### src/rtl/uart_svc_pkg.sv
package uart_svc_pkg;

  localparam int CTRL_W      = 32;
  localparam int TX_DMA_BIT  = 15;
  localparam int RX_DMA_BIT  = 14;
  localparam int TX_IE_BIT   = 13;
  localparam int RX_IE_BIT   = 12;
  localparam int ERR_IE_BIT  = 11;
  localparam int CTS_MODE_HI = 10;
  localparam int CTS_MODE_LO = 9;
  localparam logic [CTRL_W-1:0] CTRL_WR_MASK = 32'h0000_FE00;

  localparam int ST_TX_ROOM  = 0;
  localparam int ST_RX_READY = 1;
  localparam int ST_RX_FAULT = 2;
  localparam int ST_CTS_CHG  = 3;
  localparam int ST_N        = 4;

  typedef enum logic [1:0] {
    CTS_OFF  = 2'b00,
    CTS_RISE = 2'b01,
    CTS_FALL = 2'b10,
    CTS_BOTH = 2'b11
  } cts_mode_e;

  // Does an observed edge match the programmed condition?
  function automatic logic cts_hit(input cts_mode_e mode, input logic rise, input logic fall);
    case (mode)
      CTS_RISE: cts_hit = rise;
      CTS_FALL: cts_hit = fall;
      CTS_BOTH: cts_hit = rise | fall;
      default:  cts_hit = 1'b0;
    endcase
  endfunction

  // Per-flag interrupt enables; a DMA-routed direction masks its FIFO source.
  function automatic logic [ST_N-1:0] irq_enables(input logic [CTRL_W-1:0] ctrl);
    logic [ST_N-1:0] en;
    en[ST_TX_ROOM]  = ctrl[TX_IE_BIT] & ~ctrl[TX_DMA_BIT];
    en[ST_RX_READY] = ctrl[RX_IE_BIT] & ~ctrl[RX_DMA_BIT];
    en[ST_RX_FAULT] = ctrl[ERR_IE_BIT];
    en[ST_CTS_CHG]  = |ctrl[CTS_MODE_HI:CTS_MODE_LO];
    return en;
  endfunction

endpackage

### src/rtl/cts_edge_detect.sv
module cts_edge_detect #(
  parameter int STAGES = 2
) (
  input  logic clk,
  input  logic rst_n,
  input  logic pin_i,
  output logic rise_o,
  output logic fall_o
);
  localparam int LAST = STAGES - 1;

  logic [STAGES-1:0] sync_q;
  logic              prev_q;

  generate
    for (genvar i = 0; i < STAGES; i++) begin : g_sync
      if (i == 0) begin : g_first
        always_ff @(posedge clk or negedge rst_n) begin
          if (!rst_n) sync_q[i] <= 1'b0;
          else        sync_q[i] <= pin_i;
        end
      end else begin : g_next
        always_ff @(posedge clk or negedge rst_n) begin
          if (!rst_n) sync_q[i] <= 1'b0;
          else        sync_q[i] <= sync_q[i-1];
        end
      end
    end
  endgenerate

  always_ff @(posedge clk or negedge rst_n) begin
    if (!rst_n) prev_q <= 1'b0;
    else        prev_q <= sync_q[LAST];
  end

  assign rise_o = sync_q[LAST] & ~prev_q;
  assign fall_o = ~sync_q[LAST] & prev_q;
endmodule

### src/rtl/svc_ctrl_reg.sv
module svc_ctrl_reg #(
  parameter int          W    = 32,
  parameter logic [W-1:0] MASK = '1
) (
  input  logic         clk,
  input  logic         rst_n,
  input  logic         wr_i,
  input  logic [W-1:0] wdata_i,
  output logic [W-1:0] ctrl_o
);
  always_ff @(posedge clk or negedge rst_n) begin
    if (!rst_n)    ctrl_o <= '0;
    else if (wr_i) ctrl_o <= wdata_i & MASK;
  end
endmodule

### src/rtl/svc_status_flags.sv
module svc_status_flags #(
  parameter int N = 4
) (
  input  logic         clk,
  input  logic         rst_n,
  input  logic [N-1:0] set_i,
  input  logic [N-1:0] clr_i,
  output logic [N-1:0] flags_o
);
  generate
    for (genvar i = 0; i < N; i++) begin : g_flag
      always_ff @(posedge clk or negedge rst_n) begin
        if (!rst_n)        flags_o[i] <= 1'b0;
        else if (set_i[i]) flags_o[i] <= 1'b1;   // event beats clear
        else if (clr_i[i]) flags_o[i] <= 1'b0;
      end
    end
  endgenerate
endmodule

### src/rtl/uart_svc_req_ctrl.sv
module uart_svc_req_ctrl
  import uart_svc_pkg::*;
#(
  parameter int SYNC_STAGES = 2
) (
  input  logic        clk,
  input  logic        rst_n,
  input  logic        reg_wr,
  input  logic        reg_wr_sel,
  input  logic [31:0] reg_wdata,
  input  logic        reg_rd_sel,
  output logic [31:0] reg_rdata,
  input  logic        tx_fifo_full,
  input  logic        rx_fifo_empty,
  input  logic        rx_data_full,
  input  logic        rx_timeout,
  input  logic        err_frame,
  input  logic        err_parity,
  input  logic        err_overrun,
  input  logic        cts_pin,
  output logic        tx_dma_req,
  output logic        rx_dma_req,
  output logic        irq
);
  localparam int PAD_W = CTRL_W - ST_N;

  logic [CTRL_W-1:0] ctrl_q;
  logic [ST_N-1:0]   status_q;
  logic [ST_N-1:0]   flag_set;
  logic [ST_N-1:0]   flag_clr;
  logic              cts_rise;
  logic              cts_fall;
  logic              cts_event;
  logic              irq_q;
  cts_mode_e         cts_mode;

  svc_ctrl_reg #(.W(CTRL_W), .MASK(CTRL_WR_MASK)) u_ctrl (
    .clk    (clk),
    .rst_n  (rst_n),
    .wr_i   (reg_wr & ~reg_wr_sel),
    .wdata_i(reg_wdata),
    .ctrl_o (ctrl_q)
  );

  cts_edge_detect #(.STAGES(SYNC_STAGES)) u_cts (
    .clk   (clk),
    .rst_n (rst_n),
    .pin_i (cts_pin),
    .rise_o(cts_rise),
    .fall_o(cts_fall)
  );

  assign cts_mode  = cts_mode_e'(ctrl_q[CTS_MODE_HI:CTS_MODE_LO]);
  assign cts_event = cts_hit(cts_mode, cts_rise, cts_fall);

  always_comb begin
    flag_set              = '0;
    flag_set[ST_TX_ROOM]  = ~tx_fifo_full;
    flag_set[ST_RX_READY] = rx_data_full | rx_timeout;
    flag_set[ST_RX_FAULT] = err_frame | err_parity | err_overrun;
    flag_set[ST_CTS_CHG]  = cts_event;
  end

  assign flag_clr = (reg_wr && reg_wr_sel) ? reg_wdata[ST_N-1:0] : '0;

  svc_status_flags #(.N(ST_N)) u_flags (
    .clk    (clk),
    .rst_n  (rst_n),
    .set_i  (flag_set),
    .clr_i  (flag_clr),
    .flags_o(status_q)
  );

  always_ff @(posedge clk or negedge rst_n) begin
    if (!rst_n) irq_q <= 1'b0;
    else        irq_q <= |(status_q & irq_enables(ctrl_q));
  end

  assign irq        = irq_q;
  assign tx_dma_req = ctrl_q[TX_DMA_BIT] & ~tx_fifo_full;
  assign rx_dma_req = ctrl_q[RX_DMA_BIT] & ~rx_fifo_empty;
  assign reg_rdata  = reg_rd_sel ? {{PAD_W{1'b0}}, status_q} : ctrl_q;
endmodule

### config.mk
export PLATFORM = sky130hd
export DESIGN_NAME = uart_svc_req_ctrl
export DESIGN_NICKNAME = d
export VERILOG_FILES = /design/src/rtl/uart_svc_pkg.sv /design/src/rtl/cts_edge_detect.sv /design/src/rtl/svc_ctrl_reg.sv /design/src/rtl/svc_status_flags.sv /design/src/rtl/uart_svc_req_ctrl.sv
export SDC_FILE = /design/constraint.sdc
export NUM_CORES = 1
export LEC_CHECK = 0
export BUFFER_PORTS_ARGS = -buffer_cell sky130_fd_sc_hd__buf_2
export CAP_MARGIN = 20
export CELL_PAD_IN_SITES_DETAIL_PLACEMENT = 0
export CELL_PAD_IN_SITES_GLOBAL_PLACEMENT = 1
export CORE_ASPECT_RATIO = 0.6
export CORE_MARGIN = 4
export CORE_UTILIZATION = 27
export CTS_BUF_LIST = sky130_fd_sc_hd__clkbuf_16
export DETAILED_ROUTE_END_ITERATION = 7
export GPL_ROUTABILITY_DRIVEN = 1
export PLACE_DENSITY_LB_ADDON = 0.1
export SYNTH_ARGS = -nofsm -noshare
export SYNTH_HDL_FRONTEND = slang
export SYNTH_SLANG_ARGS = --single-unit
### constraint.sdc
create_clock -name clk -period 2.7 [get_ports clk]
set_input_delay 0 -clock clk [delete_from_list [all_inputs] [get_ports clk]]
set_output_delay 0 -clock clk [all_outputs]
set_load 0.05 [all_outputs]
# After elaboration in Yosys (flattened, before gate mapping)
# Cells that the tools add are included.
dict set report word_totals {
  register_bits 15
  latch_bits 0
  mem_bits_rw 0
  romBits 0
  input_bits 45
  out_inout_bits 35
  elab_cells 49
  n_memories 0
}
dict set report classes {
  addsub 0
  n_mul 0
  div 0
  order_cmp 0
  eq_ne 4
  n_shift 0
  n_mux 11
  bitwise_logic 19
  n_reduce_logical 6
}
# operator n
set ops {}
lappend ops {{$mux 16} 1}
lappend ops {{$mux 1} 8}
lappend ops {{$and 1x1->1} 7}
lappend ops {{$not 1->1} 7}
lappend ops {{$reduce_bool 2->1} 3}
lappend ops {{$and 4x4->4} 1}
lappend ops {{$eq 2x2->1 const B} 2}
lappend ops {{$mux 4} 1}
lappend ops {{$or 1x1->1} 4}
lappend ops {{$reduce_or 4->1} 1}
lappend ops {{$pmux 1 s3} 1}
lappend ops {{$eq 2x1->1 const B} 1}
lappend ops {{$ne 2x1->1 const B} 1}
lappend ops {{$reduce_or 2->1} 1}
lappend ops {{$logic_and 1x1->1} 1}

# Logic depth before layout (Yosys ltp)
# Gate-level depths: netlist of the first run.
dict set report depth {
  depth_word 5
  ltp_mapped 5
}

# Hierarchy
# Synthesis of the first run repeated with hierarchy kept, for this count alone.
dict set report unflattened {
  hier_cells 110
  area_unflattened_um2 1094.8
}
# mod instances cells_each area_per_inst_um2 seq_area_each_um2
set by_module_without_submodules {}
lappend by_module_without_submodules {svc_ctrl_reg 1 41 483.0 175.2}
lappend by_module_without_submodules {uart_svc_req_ctrl 1 52 376.6 25.0}
lappend by_module_without_submodules {svc_status_flags 1 12 145.1 100.1}
lappend by_module_without_submodules {cts_edge_detect 1 5 90.1 75.1}

# Worst setup path after synthesis of the first run
# OpenSTA, ideal clock, no wires.
dict set report synth_timing {
  kind {flip-flop to output port}
  startpoint {register u_ctrl.ctrl_o[10]}
  endpoint {output port reg_rdata[10]}
  arrival_ns 1.106
  path_slack_ns 1.594
  path_stages_with_launch 2
  path_cell_list {dfrtp_1 nor2b_1}
}
dict set report synth_between {
  elab_chain_cells 1
}
# element line
set synth_lines {}
lappend synth_lines {{start, declared} svc_ctrl_reg.sv:9} ;# output logic [W-1:0] ctrl_o
lappend synth_lines {{start signal, assigned} svc_ctrl_reg.sv:13} ;# else if (wr_i) ctrl_o <= wdata_i & MASK;
lappend synth_lines {{$mux 16} uart_svc_req_ctrl.sv:82} ;# assign reg_rdata = reg_rd_sel ? {{PAD_W{1'b0}}, status_q} : ctrl_q;
lappend synth_lines {{end, declared} uart_svc_req_ctrl.sv:12} ;# output logic [31:0] reg_rdata,
# Every way passes these cells.

==> flow_metrics.tcl, run 1 <==
set metrics [dict create \
    layout.cells.non_filler 176 \
    total_power_mw 0.8175 \
    avgSynthCellArea_um2 10.69 \
    cts_sinks 15 \
    drc 0 \
    start_util_pct 29.54 \
    grt_remaining_overflow 0 \
    ir_drop_v 0.0002562 \
    crit_fanout 3 \
    final.setup.tns_ns 0 \
    cp-end-kind "register" \
    worst_clock_skew_ns 0.001660 \
    drt_wl_total_um 1944 \
    worst-endpoint-arrival_ns 1.56 \
    synthFlopType "dfrtp_1" \
    area_delta_synth_final_pct 39.35 \
    synth_cell_types 20 \
    rrSetupSlack_ns 1.26 \
    grt_pass1_wl_um 2815 \
    h-tree-depth 1 \
    dieArea_um2 4297 \
    max-cap-violations 0 \
    die_w_um 82 \
    worstMarginPinSlew_ns 0.5630 \
    leakage_nw 0.6253 \
    avgViaCountPerCell 3.727 \
    netlist_area_um2 887.1 \
    dp_cells 159 \
    final_nets 182 \
    die_y_um 52.40 \
    drt_iter0_markers 9 \
    slew-limit-headroom_pct 62.30 \
    path_clk_slew_ns 0.05 \
    synth_async_sr_flop_share_pct 100.0 \
    p_per_area_nw_per_um2 661.3 \
    ant_nets 0 \
    first_pass_iters 4 \
    finalHoldViolations 0 \
    rsz0062_at_grt "no" \
    place_ws_ns 1.598 \
    hold_depth 2 \
    antenna_cells 0 \
    groute.usage.overall_pct 9.238 \
    fin_ws_ns 1.262 \
    antenna_found_initial 0 \
    setup_viol 0 \
    drive_gt1_share_pct 35.82 \
    p_comb_share_pct 32.6 \
    power.internal_mw 0.5276 \
    pin_count 80 \
    critPathRequiredTime_ns 2.82 \
    pwr-share-seq_pct 33.3 \
    grt_pass1_vias 592 \
    routedWlPerCell_um 11.05 \
    dp_hpwl_um 1555 \
    root_buffer "clkbuf_16" \
    fin_crit_sh_pct 53.27 \
    r2r_cells 2 \
    num_rows 15 \
    cp-start-kind "register" \
    p_sw_mw 0.2899 \
    vias 656 \
    grt_max_degree 16 \
    clock_latency_ns 0.24 \
    synth-edff-count 0 \
    cts_made_buffers 3 \
    ys_warn_count 0 \
    synthCells 83 \
    cts_buffer_depth 2 \
    fill_cells 297 \
    portBuffers 37 \
    hp-class "primary input to register" \
    status "completed" \
    maxSlewViolCount 0 \
    p_sw_share_pct 35.47 \
    criticalPathCategory "register to register" \
    hold_slack_ns 0.003597 \
    fmax_mhz 695.3 \
    synth_seq_area_share_pct 42.31 \
    gp_congestion 0.6923 \
    clock_power_share_pct 34.1 \
    cts_tree "done" \
    ys_ff_latch 15 \
    core_um2 3003 \
    layout_min_cycle_time_ns 1.438 \
]
-- critical path, stage by stage, from the launching register on --
cell           delay (ns)
dfrtp_1              0.40
a2111o_1             0.36
dlygate4sd3_1        0.56
-- cell type report --
type	count	area [um^2]	share of cell area (%)
multi-input cells	62	402.9	32.59
flip-flops and latches	15	375.4	30.36
repair buffers	50	315.3	25.51
clock buffers	3	75.07	6.073
well taps	42	52.55	4.251
inverters	3	11.26	0.9109
clock inverters	1	3.754	0.3036
-- stage by stage --
stage / cell area [um^2] / utilization (%)
after global routing: 1236 / 41.17
after floorplan: 962.2 / -
final: 1236 / 41.17
after global placement: 1027 / 34.21
after CTS: 1236 / 41.17
after detailed placement: 1027 / 34.21
-- sequential cells by signal, indices dropped and copies added (netlist names) --
signal / count
u_ctrl.ctrl_o: 7
u_flags.flags_o: 4
u_cts.sync_q: 2
irq: 1
u_cts.prev_q: 1
-- layout by cell type (no fill, tap or decap), types with 2 or more instances in the layout --
cell	netlist	routed
and2_1	4	4
buf_2	0	37
clkbuf_16	0	3
conb_1	1	21
dfrtp_1	15	15
dlygate4sd3_1	0	13
ha_1	2	2
inv_1	3	4
mux2_4	7	7
nand2_1	4	4
nand3_1	5	5
nor2b_1	10	10
o21ai_0	2	2
-- per-layer routing --
layer | up-vias | wire length (um) | track usage [%]
li1 | 331 | - | -
met1 | 284 | 957 | 13.17
met2 | 39 | 711 | 12.06
met3 | 2 | 266 | 4.983
met4 | 0 | 8 | 1.657
met5 | - | 0 | 0
-- synthesized netlist by cell type, types with 2 or more instances --
cell     number  area share, %
o21ai_0       2            1.1
dfrtp_1      15             42
buf_4        21             18
ha_1          2            2.8
mux2_4        7             12
nand3_1       5            2.8
and2_1        4            2.8
nand2_1       4            1.7
nor2b_1      10            7.1
inv_1         3            1.3
-- cells by family after synthesis --
group	synth area share (%)
buffers and inverters	20.73
AND/OR/NAND/NOR	16.64
flip-flops	42.31
multiplexers	11.85
AO/OA/AOI/OAI	5.219
adder cells (fa/ha/maj)	2.820
other	0.4227
-- timing repair --
item,4_1_cts,5_1_grt
hold buffers,13,0
buffers inserted,0,0
gates resized for setup,0,0
endpoints found under the hold margin,25,0
-- worst paths after layout --
check,from,to
setup / recovery,u_flags.flags_o[2]$_DFFE_PN0P_,u_flags.flags_o[2]$_DFFE_PN0P_
hold / removal,reg_wdata[9],u_ctrl.ctrl_o[9]$_DFFE_PN0P_
setup reg to reg,u_flags.flags_o[2]$_DFFE_PN0P_,u_flags.flags_o[2]$_DFFE_PN0P_
hold reg to reg,u_cts.sync_q[0]$_DFF_PN0_,u_cts.sync_q[1]$_DFF_PN0_
max in group asynchronous,rst_n,u_cts.prev_q$_DFF_PN0_
min in group asynchronous,rst_n,u_ctrl.ctrl_o[10]$_DFFE_PN0P_
-- power groups by stage --
stage,Clock (mW),Combinational (mW),Sequential (mW)
floorplan,0,0.219,0.279
global placement,0,0.254,0.275
detailed placement,0,0.255,0.276
CTS,0.291,0.268,0.273
global route,0.298,0.284,0.277
finish,0.279,0.266,0.272
Power figures use the tool's default switching activity.
==> inputs of run 2 (changes only) <==
CORE_UTILIZATION = 25   (was 27)
clock period = 1.5 ns   (was 2.7 ns; I/O delays follow)
==> run 2 against run 1 <==
  * Global-route usage decreased by 0.68 points
  * Clock power increased by 79%
  * Sequential power increased by 80%
  * Register-to-register slack got worse by 1.2 ns
  * Clock skew increased by 0.00084 ns
  * Utilization shrank 3.6 points
  * Critical path type unchanged
  * Worst hold slack gained 0.0036 ns
  * Non-clock buffer count up 1
  * Total power is 80% higher
  * First-iteration DRC count increased to 3.3 times the previous value
  * Highest routed layer is now met3
  * Maximum frequency is 0.87% higher
  * Die area increased by 7.0%
==> flow_metrics.tcl, run 2 (same netlist as run 1, synthesis figures left out) <==
set metrics [dict create \
    criticalPathCategory "register to register" \
    dieArea_um2 4596 \
    fmax_mhz 701.4 \
    worst_clock_skew_ns 0.002498 \
    dp_hpwl_um 1585 \
    path_clk_slew_ns 0.05 \
    p_per_area_nw_per_um2 1179 \
    leakage_nw 0.6305 \
    drive_gt1_share_pct 36.30 \
    antenna_cells 0 \
    num_rows 16 \
    place_ws_ns 0.4093 \
    p_sw_mw 0.5203 \
    grt_pass1_wl_um 2898 \
    maxSlewViolCount 0 \
    antenna_found_initial 0 \
    layout.cells.non_filler 180 \
    top_register "u_ctrl.ctrl_o" \
    max-cap-violations 0 \
    dp_cells 163 \
    cts_sinks 15 \
    die_w_um 84.90 \
    fill_cells 357 \
    root_buffer "clkbuf_16" \
    cts_buffer_depth 2 \
    grt_remaining_overflow 0 \
    hp-class "primary input to register" \
    pwr-share-seq_pct 33.3 \
    postCtsResizedCells 0 \
    ant_nets 0 \
    ir_drop_v 0.0004532 \
    fin_crit_sh_pct 95.05 \
    portBuffers 37 \
    routedWlPerCell_um 10.92 \
    fin_ws_ns 0.07426 \
    cts_made_buffers 3 \
    hold_slack_ns 0.007237 \
    cts_tree "done" \
    drt_wl_total_um 1966 \
    first_pass_iters 4 \
    layout_min_cycle_time_ns 1.426 \
    die_y_um 54.14 \
    drt_iter0_markers 30 \
    p_sw_share_pct 35.37 \
    grt_pass1_vias 552 \
    largest_reg_flops 7 \
    drc 0 \
    final.setup.tns_ns 0 \
    rsz0062_at_grt "no" \
    dpl_cell_area_um2 1039 \
    crit_fanout 3 \
    groute.usage.overall_pct 8.553 \
    gp_congestion 0.6991 \
    final_nets 183 \
    cp-end-kind "register" \
    start_util_pct 26.69 \
    area_delta_synth_final_pct 40.62 \
    layout_commonest_cell "buf_2" \
    rrSetupSlack_ns 0.07 \
    clock_power_share_pct 33.9 \
    core_um2 3323 \
    critPathRequiredTime_ns 1.62 \
    avgViaCountPerCell 3.533 \
    pin_count 80 \
    setup_viol 0 \
    cp-start-kind "register" \
    h-tree-depth 1 \
    vias 636 \
    clock_latency_ns 0.24 \
    worst-endpoint-arrival_ns 1.55 \
    stdcell_area_um2 1247 \
    largestRegisters "u_ctrl.ctrl_o: 7 flops, u_flags.flags_o: 4 flops, u_cts.sync_q: 2 flops" \
    status "completed" \
    power.internal_mw 0.9508 \
    finalHoldViolations 0 \
    grt_max_degree 16 \
    final_cell_mix "37 x buf_2, 21 x conb_1, 15 x dfrtp_1" \
    p_comb_share_pct 32.8 \
]
run 2: cell type report:
class | instances | area [um^2] | share of cell area [%]
multi-input combinational | 62 | 402.9 | 32.30
sequential | 15 | 375.4 | 30.09
timing repair buffer | 51 | 322.8 | 25.88
clock buffer | 3 | 75.07 | 6.018
tap | 45 | 56.30 | 4.514
inverter | 3 | 11.26 | 0.9027
clock inverter | 1 | 3.754 | 0.3009
run 2: final timing paths:
check,startpoint,endpoint,depth (start not counted)
setup / recovery,u_flags.flags_o[2]$_DFFE_PN0P_,u_flags.flags_o[2]$_DFFE_PN0P_,2
max in group asynchronous,rst_n,u_ctrl.ctrl_o[11]$_DFFE_PN0P_,2
hold / removal,reg_wdata[9],u_ctrl.ctrl_o[9]$_DFFE_PN0P_,2
setup reg to reg,u_flags.flags_o[2]$_DFFE_PN0P_,u_flags.flags_o[2]$_DFFE_PN0P_,2
hold reg to reg,u_cts.sync_q[0]$_DFF_PN0_,u_cts.sync_q[1]$_DFF_PN0_,0
min in group asynchronous,rst_n,u_flags.flags_o[3]$_DFFE_PN0P_,2
run 2: metal layers:
layer  wire, um  GRT usage, %
met1       1022         12.99
met2        723         10.52
met3        220         4.893
met4          0             0
met5          0             0
run 2: per-stage QoR:
step,utilization [%],power [mW]
2_1_floorplan,-,0.8960
3_3_place_gp,31.25,0.9566
3_5_place_dp,31.25,0.9582
4_1_cts,37.54,1.493
5_1_grt,37.54,1.551
6_report,37.54,1.471
run 2: power by group through the flow:
stage                     sequential (mW)  combinational [mW]  clock [mW]
after floorplan                     0.502               0.394           0
final                               0.490               0.483       0.499
after global routing                0.499               0.515       0.537
after global placement              0.496               0.460           0
after detailed placement            0.496               0.462           0
after CTS                           0.490               0.487       0.516
run 2: repair_timing:
action / CTS / global route
buffers inserted: 0 / 0
endpoints found under the hold margin: 25 / 0
hold buffers: 13 / 0
run 2: critical path: stages (launching register included):
cell           delay [ns]
dfrtp_1              0.39
a2111o_1             0.36
dlygate4sd3_1        0.56
